$ cat config.mk
export PLATFORM = sky130hd
export DESIGN_NAME = xgmii_rx_start_check
export DESIGN_NICKNAME = d
export VERILOG_FILES = /design/src/rtl/xrx_pkg.sv /design/src/rtl/xrx_lane_decode.sv /design/src/rtl/xrx_fault_detect.sv /design/src/rtl/xrx_frame_fsm.sv /design/src/rtl/xgmii_rx_start_check.sv
export SDC_FILE = /design/constraint.sdc
export NUM_CORES = 1
export LEC_CHECK = 0
export BUFFER_PORTS_ARGS = -buffer_cell sky130_fd_sc_hd__clkbuf_2
export CAP_MARGIN = 30
export CORE_ASPECT_RATIO = 0.5
export CORE_MARGIN = 1
export CORE_UTILIZATION = 35
export DETAILED_ROUTE_END_ITERATION = 8
export HOLD_SLACK_MARGIN = 0.06
export PLACE_DENSITY = 0.65
export SYNTH_ARGS = -nofsm -noshare
export SYNTH_HDL_FRONTEND = slang
export SYNTH_SLANG_ARGS = --single-unit
$ cat constraint.sdc
create_clock -name clk -period 1.5 [get_ports clk]
set_clock_uncertainty 0.1 [all_clocks]
set_input_delay 0.075 -clock clk [delete_from_list [all_inputs] [get_ports clk]]
set_output_delay 0.075 -clock clk [all_outputs]
set_load 0.01 [all_outputs]
$ cat src/rtl/xrx_pkg.sv
package xrx_pkg;
    localparam int LANES  = 4;
    localparam int LANE_W = 8;
    localparam int DATA_W = LANES * LANE_W;

    localparam logic [LANE_W-1:0] C_START  = 8'hFB;
    localparam logic [LANE_W-1:0] C_TERM   = 8'hFD;
    localparam logic [LANE_W-1:0] C_ERR    = 8'hFE;
    localparam logic [LANE_W-1:0] C_SEQ    = 8'h9C;
    localparam logic [LANE_W-1:0] D_SFD    = 8'hD5;
    localparam logic [LANE_W-1:0] F_LOCAL  = 8'h01;
    localparam logic [LANE_W-1:0] F_REMOTE = 8'h02;

    typedef logic [LANES-1:0] lane_mask_t;

    typedef enum logic [1:0] {
        ST_IDLE,
        ST_WAIT_SFD,
        ST_FRAME,
        ST_DROP
    } fr_state_t;

    typedef struct packed {
        logic start;
        logic term;
        logic err;
        logic endc;   // control that closes a frame (anything but Error)
    } lane_cls_t;

    typedef struct packed {
        lane_mask_t valid;
        logic       sof;
        logic       eof;
        logic       err;
    } fr_out_t;

    // isolate the lowest set lane
    function automatic lane_mask_t lowest_lane(input lane_mask_t m);
        return m & (~m + 1'b1);
    endfunction

    // lanes strictly below the lowest set lane (all lanes when none set)
    function automatic lane_mask_t lanes_below(input lane_mask_t m);
        return lowest_lane(m) - 1'b1;
    endfunction
endpackage

$ cat src/rtl/xrx_lane_decode.sv
module xrx_lane_decode
    import xrx_pkg::*;
(
    input  logic [LANE_W-1:0] byte_in,
    input  logic              ctl_in,
    output lane_cls_t         cls
);
    always_comb begin
        cls.start = ctl_in && (byte_in == C_START);
        cls.term  = ctl_in && (byte_in == C_TERM);
        cls.err   = ctl_in && (byte_in == C_ERR);
        cls.endc  = ctl_in && (byte_in != C_ERR);
    end
endmodule

$ cat src/rtl/xrx_fault_detect.sv
module xrx_fault_detect
    import xrx_pkg::*;
(
    input  logic              clk,
    input  logic              rst,
    input  logic [DATA_W-1:0] rxd,
    input  logic [LANES-1:0]  rxc,
    output logic              local_fault,
    output logic              remote_fault
);
    localparam int TOP_LO = DATA_W - LANE_W;

    logic seq_col;
    logic [LANE_W-1:0] code_byte;

    always_comb begin
        seq_col = (rxc == lane_mask_t'(1)) && (rxd[LANE_W-1:0] == C_SEQ)
                  && (rxd[TOP_LO-1:LANE_W] == '0);
        code_byte = rxd[DATA_W-1:TOP_LO];
    end

    always_ff @(posedge clk) begin
        if (rst) begin
            local_fault  <= 1'b0;
            remote_fault <= 1'b0;
        end else begin
            local_fault  <= seq_col && (code_byte == F_LOCAL);
            remote_fault <= seq_col && (code_byte == F_REMOTE);
        end
    end
endmodule

$ cat src/rtl/xrx_frame_fsm.sv
module xrx_frame_fsm
    import xrx_pkg::*;
(
    input  logic       clk,
    input  logic       rst,
    input  lane_mask_t start_m,
    input  lane_mask_t term_m,
    input  lane_mask_t err_m,
    input  lane_mask_t endc_m,
    input  logic       sfd_ok,
    output fr_out_t    out_q
);
    fr_state_t  st, st_n;
    logic       err_acc, err_acc_n;
    fr_out_t    out_n;
    lane_mask_t keep;
    lane_mask_t first_end;

    always_comb begin
        st_n      = st;
        err_acc_n = err_acc;
        out_n     = '0;
        keep      = lanes_below(endc_m);
        first_end = lowest_lane(endc_m);
        unique case (st)
            ST_IDLE: begin
                if (start_m[0]) st_n = ST_WAIT_SFD;
            end
            ST_WAIT_SFD: begin
                if (sfd_ok) begin
                    st_n      = ST_FRAME;
                    out_n.valid = '1;
                    out_n.sof = 1'b1;
                    err_acc_n = 1'b0;
                end else begin
                    st_n = (|term_m) ? ST_IDLE : ST_DROP;
                end
            end
            ST_FRAME: begin
                if (|endc_m) begin
                    st_n        = ST_IDLE;
                    out_n.valid = keep;
                    out_n.eof   = 1'b1;
                    out_n.err   = err_acc || (|(err_m & keep))
                                  || !(|(term_m & first_end));
                    err_acc_n   = 1'b0;
                end else begin
                    out_n.valid = '1;
                    err_acc_n   = err_acc || (|err_m);
                end
            end
            ST_DROP: begin
                if (|term_m) st_n = ST_IDLE;
            end
            default: st_n = ST_IDLE;
        endcase
    end

    always_ff @(posedge clk) begin
        if (rst) begin
            st      <= ST_IDLE;
            err_acc <= 1'b0;
            out_q   <= '0;
        end else begin
            st      <= st_n;
            err_acc <= err_acc_n;
            out_q   <= out_n;
        end
    end
endmodule

$ cat src/rtl/xgmii_rx_start_check.sv
module xgmii_rx_start_check
    import xrx_pkg::*;
(
    input  logic              clk,
    input  logic              rst,
    input  logic [DATA_W-1:0] rxd,
    input  logic [LANES-1:0]  rxc,
    output logic [DATA_W-1:0] out_data,
    output logic [LANES-1:0]  out_ctrl,
    output logic [LANES-1:0]  out_valid,
    output logic              out_sof,
    output logic              out_eof,
    output logic              out_err,
    output logic              out_local_fault,
    output logic              out_remote_fault
);
    lane_cls_t  cls [LANES];
    lane_mask_t start_m, term_m, err_m, endc_m;
    logic       sfd_ok;
    fr_out_t    fr;

    for (genvar g = 0; g < LANES; g++) begin : g_lane
        xrx_lane_decode u_dec (
            .byte_in (rxd[g*LANE_W +: LANE_W]),
            .ctl_in  (rxc[g]),
            .cls     (cls[g])
        );
        assign start_m[g] = cls[g].start;
        assign term_m[g]  = cls[g].term;
        assign err_m[g]   = cls[g].err;
        assign endc_m[g]  = cls[g].endc;
    end

    assign sfd_ok = (rxc == '0) && (rxd[DATA_W-1 -: LANE_W] == D_SFD);

    xrx_frame_fsm u_fsm (
        .clk     (clk),
        .rst     (rst),
        .start_m (start_m),
        .term_m  (term_m),
        .err_m   (err_m),
        .endc_m  (endc_m),
        .sfd_ok  (sfd_ok),
        .out_q   (fr)
    );

    xrx_fault_detect u_fault (
        .clk          (clk),
        .rst          (rst),
        .rxd          (rxd),
        .rxc          (rxc),
        .local_fault  (out_local_fault),
        .remote_fault (out_remote_fault)
    );

    always_ff @(posedge clk) begin
        if (rst) begin
            out_data <= '0;
            out_ctrl <= '0;
        end else begin
            out_data <= rxd;
            out_ctrl <= rxc;
        end
    end

    assign out_valid = fr.valid;
    assign out_sof   = fr.sof;
    assign out_eof   = fr.eof;
    assign out_err   = fr.err;
endmodule

==> results.md <==
* Antenna violations before repair at 0
* Antenna viol nets, final at 0
* CTS tree: built
* Die area at 5500 um^2
* Pins Over Slew Limit at 0
* Number of flops mapped to enable cells by yosys at 0
* Mean Syn Cell Area at 9.87 um^2
* Routed WL at 5.87 mm
* Wirelength per Cell at 13.5 um
* Crit end category: register
* R2R depth at 7
* Design area at 3360 um^2
* CTS buffer count at 5
* Min Tclk post-route at 1.48 ns
* Synth async-reset ratio at 0%
* Pin slew with the least headroom to its limit at 0.340 ns
* Drt drc at 0
* Seq/Total Area, Yosys at 52.9%
* Initial DRC count at 106
* Vias per cell at 4.61
* Syn Inst Count at 184
* Post-synthesis instance area at 1820 um^2
* Synth Register Bits at 48
* Worst-Skew Late Latency at 0.30 ns
* Core Area at 4950 um^2
* Fmax at 0.678 GHz
* Largest net degree at the start of global routing at 20
* Critical R2R Launch: u_fsm.st[0]$_SDFFE_PP0P_
* Setup crit start: u_fsm.st[0]$_SDFFE_PP0P_
* Layout cells sized above 1 at 49.0%
* Fin Setup TNS at 0 ns
* Root Buffer: clkbuf_8
* Total Power at 2.71 mW
* Filler Cell Count at 361
* Area Overhead vs Synth at 84.9%
* Status: finished, final reports clean
* Net Count, Synth at 226
* Placer Congestion at 0.896
* CTS max path bufs at 2
* CP Class: register to register
* First-pass GRT wire length at 8.37 mm
* Final net count at 406
* Hold path cells at 3
* Max Cap Violations at 0
* Max FO, Critical Path at 5
* Port Buffer Count at 82
* Min-delay src: rxd[9]
* Placed cell areas at 2720 um^2
* Req. time, crit path at 1.58 ns
* Die Width at 104 um
* Overall routing resource usage at 20.2%
* Vias after detailed routing at 2004
* Worst-path clk slew at 0.09 ns
* Clock sinks at 48
* Grt total ovfl at 0
* I/O pins at 83
* First-pass DRT Iterations at 6
* Pwr dens at 806 nW/um^2
* Slew margin rel. at 77.2%
* HP Class: primary input to register
* Number of global-route vias before repair at 1831
* CP Data Arrival Time at 1.56 ns
* Chip height at 52.9 um
* Static leakage at 1.50 nW
* Post-synth top flop: dfxtp_1
* Period Utilization, post-route at 98.4%
* Initial core utilization at 36.6%
* Fin. Hold Viols at 0
* Maximum vdd drop at 0.000440 V
* H-Tree Depth at 2
* Synth warn at 0
* # rows at 18
* Final setup fails at 0
* Diodes inserted at 0
* Startpoint types: register
* Hpwl dp at 3.97 mm
* Distinct cells, synth at 39
[synthesized netlist by cell type (all sizes together), types with 2 or more instances]
cell type  number  area share, %
dfxtp          48             53
nor2b          36             12
nand2          12            2.5
nor4           12            4.1
nor2           11            2.7
nand3           7            2.2
nor3            7            1.9
a21oi           5            1.4
inv             5            1.0
nand4           5            2.1
clkbuf          4           0.83
ha              4            2.8
nand2b          4            1.4
o21ai           3            1.0
or4             2            1.0
[logic make-up after synthesis]
family,Yosys count,synth area share (%)
flops,48,52.9
compound gates,21,9.37
fa+ha+maj,4,2.76
mux,1,0.551
buf+inv,9,1.86
simple gates,101,32.5
[flip-flops by register name, indices dropped and copies added, names as in the netlist]
register              flops
out_data                 32
u_fsm.out_q               7
out_ctrl                  4
u_fsm.st                  2
u_fault.local_fault       1
u_fault.remote_fault      1
u_fsm.err_acc             1
[worst paths after layout]
path / slack (ns) / end
worst max register to register: 0.02 / u_fsm.st[1]$_SDFFE_PP0P_
worst min register to register: 0.47 / u_fsm.out_q[0]$_SDFF_PP0_
worst max-delay path: 0.02 / u_fsm.st[1]$_SDFFE_PP0P_
worst min-delay path: 0.07 / out_data[9]$_SDFF_PP0_
[critical path, cell delays in order (launching register included)]
cell     delay, ns
dfxtp_4       0.36
inv_2         0.09
ha_4          0.17
nand2_1       0.10
nor3_2        0.23
buf_4         0.14
buf_4         0.10
o32ai_2       0.06
[where the power goes]
group	switching (mW)	leakage [nW]	internal (mW)	total (mW)
clock	0.435	0.0445	0.375	0.810
sequential	0.0174	0.398	1.33	1.35
combinational	0.254	1.06	0.297	0.551
[cells in the final DEF (no fill, tap or decap), types with 2 or more instances in the layout]
master | netlist | final
nor4_1 | 12 | 7
nor4_2 | 0 | 3
inv_1 | 5 | 3
nand2b_1 | 4 | 4
dfxtp_1 | 48 | 46
nor3_2 | 0 | 2
a21oi_1 | 5 | 5
clkbuf_8 | 0 | 6
nand4_1 | 4 | 4
nand3_1 | 6 | 5
nor3_1 | 7 | 5
nor4_4 | 0 | 2
dlygate4sd3_1 | 0 | 34
buf_4 | 0 | 61
clkbuf_2 | 0 | 82
nor2_1 | 10 | 9
dfxtp_4 | 0 | 2
ha_4 | 0 | 3
nand2_1 | 12 | 12
nor2b_1 | 36 | 36
[what timing repair did]
| action | CTS | global route |
|---|---|---|
| hold endpoints to repair | 37 | 0 |
| hold buffers | 34 | 0 |
| pin swaps | 1 | 9 |
| endpoints found under the setup margin | 3 | 9 |
| buffers inserted | 2 | 5 |
| resized for setup | 4 | 29 |
[through the flow]
stage | hold WS (ns) | util, % | instances | setup WS [ns]
after global placement | 0.210 | 54.9 | 388 | -0.251
after global routing | 0.0978 | 67.8 | 435 | -0.0784
after floorplan | 0.0535 | - | 184 | 0.108
after CTS | 0.0612 | 64.1 | 432 | 0.00290
final | 0.0674 | 67.8 | 435 | 0.0242
after detailed placement | 0.205 | 54.9 | 388 | -0.262
[layout make-up]
cell class	count	area (um^2)	area share [%]
sequential	48	968	28.8
clock buffer	7	86.3	2.57
timing repair buffer	177	1210	36.0
multi-input combinational	127	977	29.1
inverter	5	21.3	0.634
tap	70	87.6	2.61
clock inverter	1	7.51	0.224
[per-layer routing]
layer | track usage [%] | share of wire [%] | vias up
met5 | 0 | 0 | -
met4 | 5.71 | 0.97 | 0
met3 | 3.94 | 5.6 | 8
met2 | 34.3 | 49 | 58
met1 | 26.7 | 45 | 923
li1 | - | - | 1015
Power figures use the tool's default switching activity.
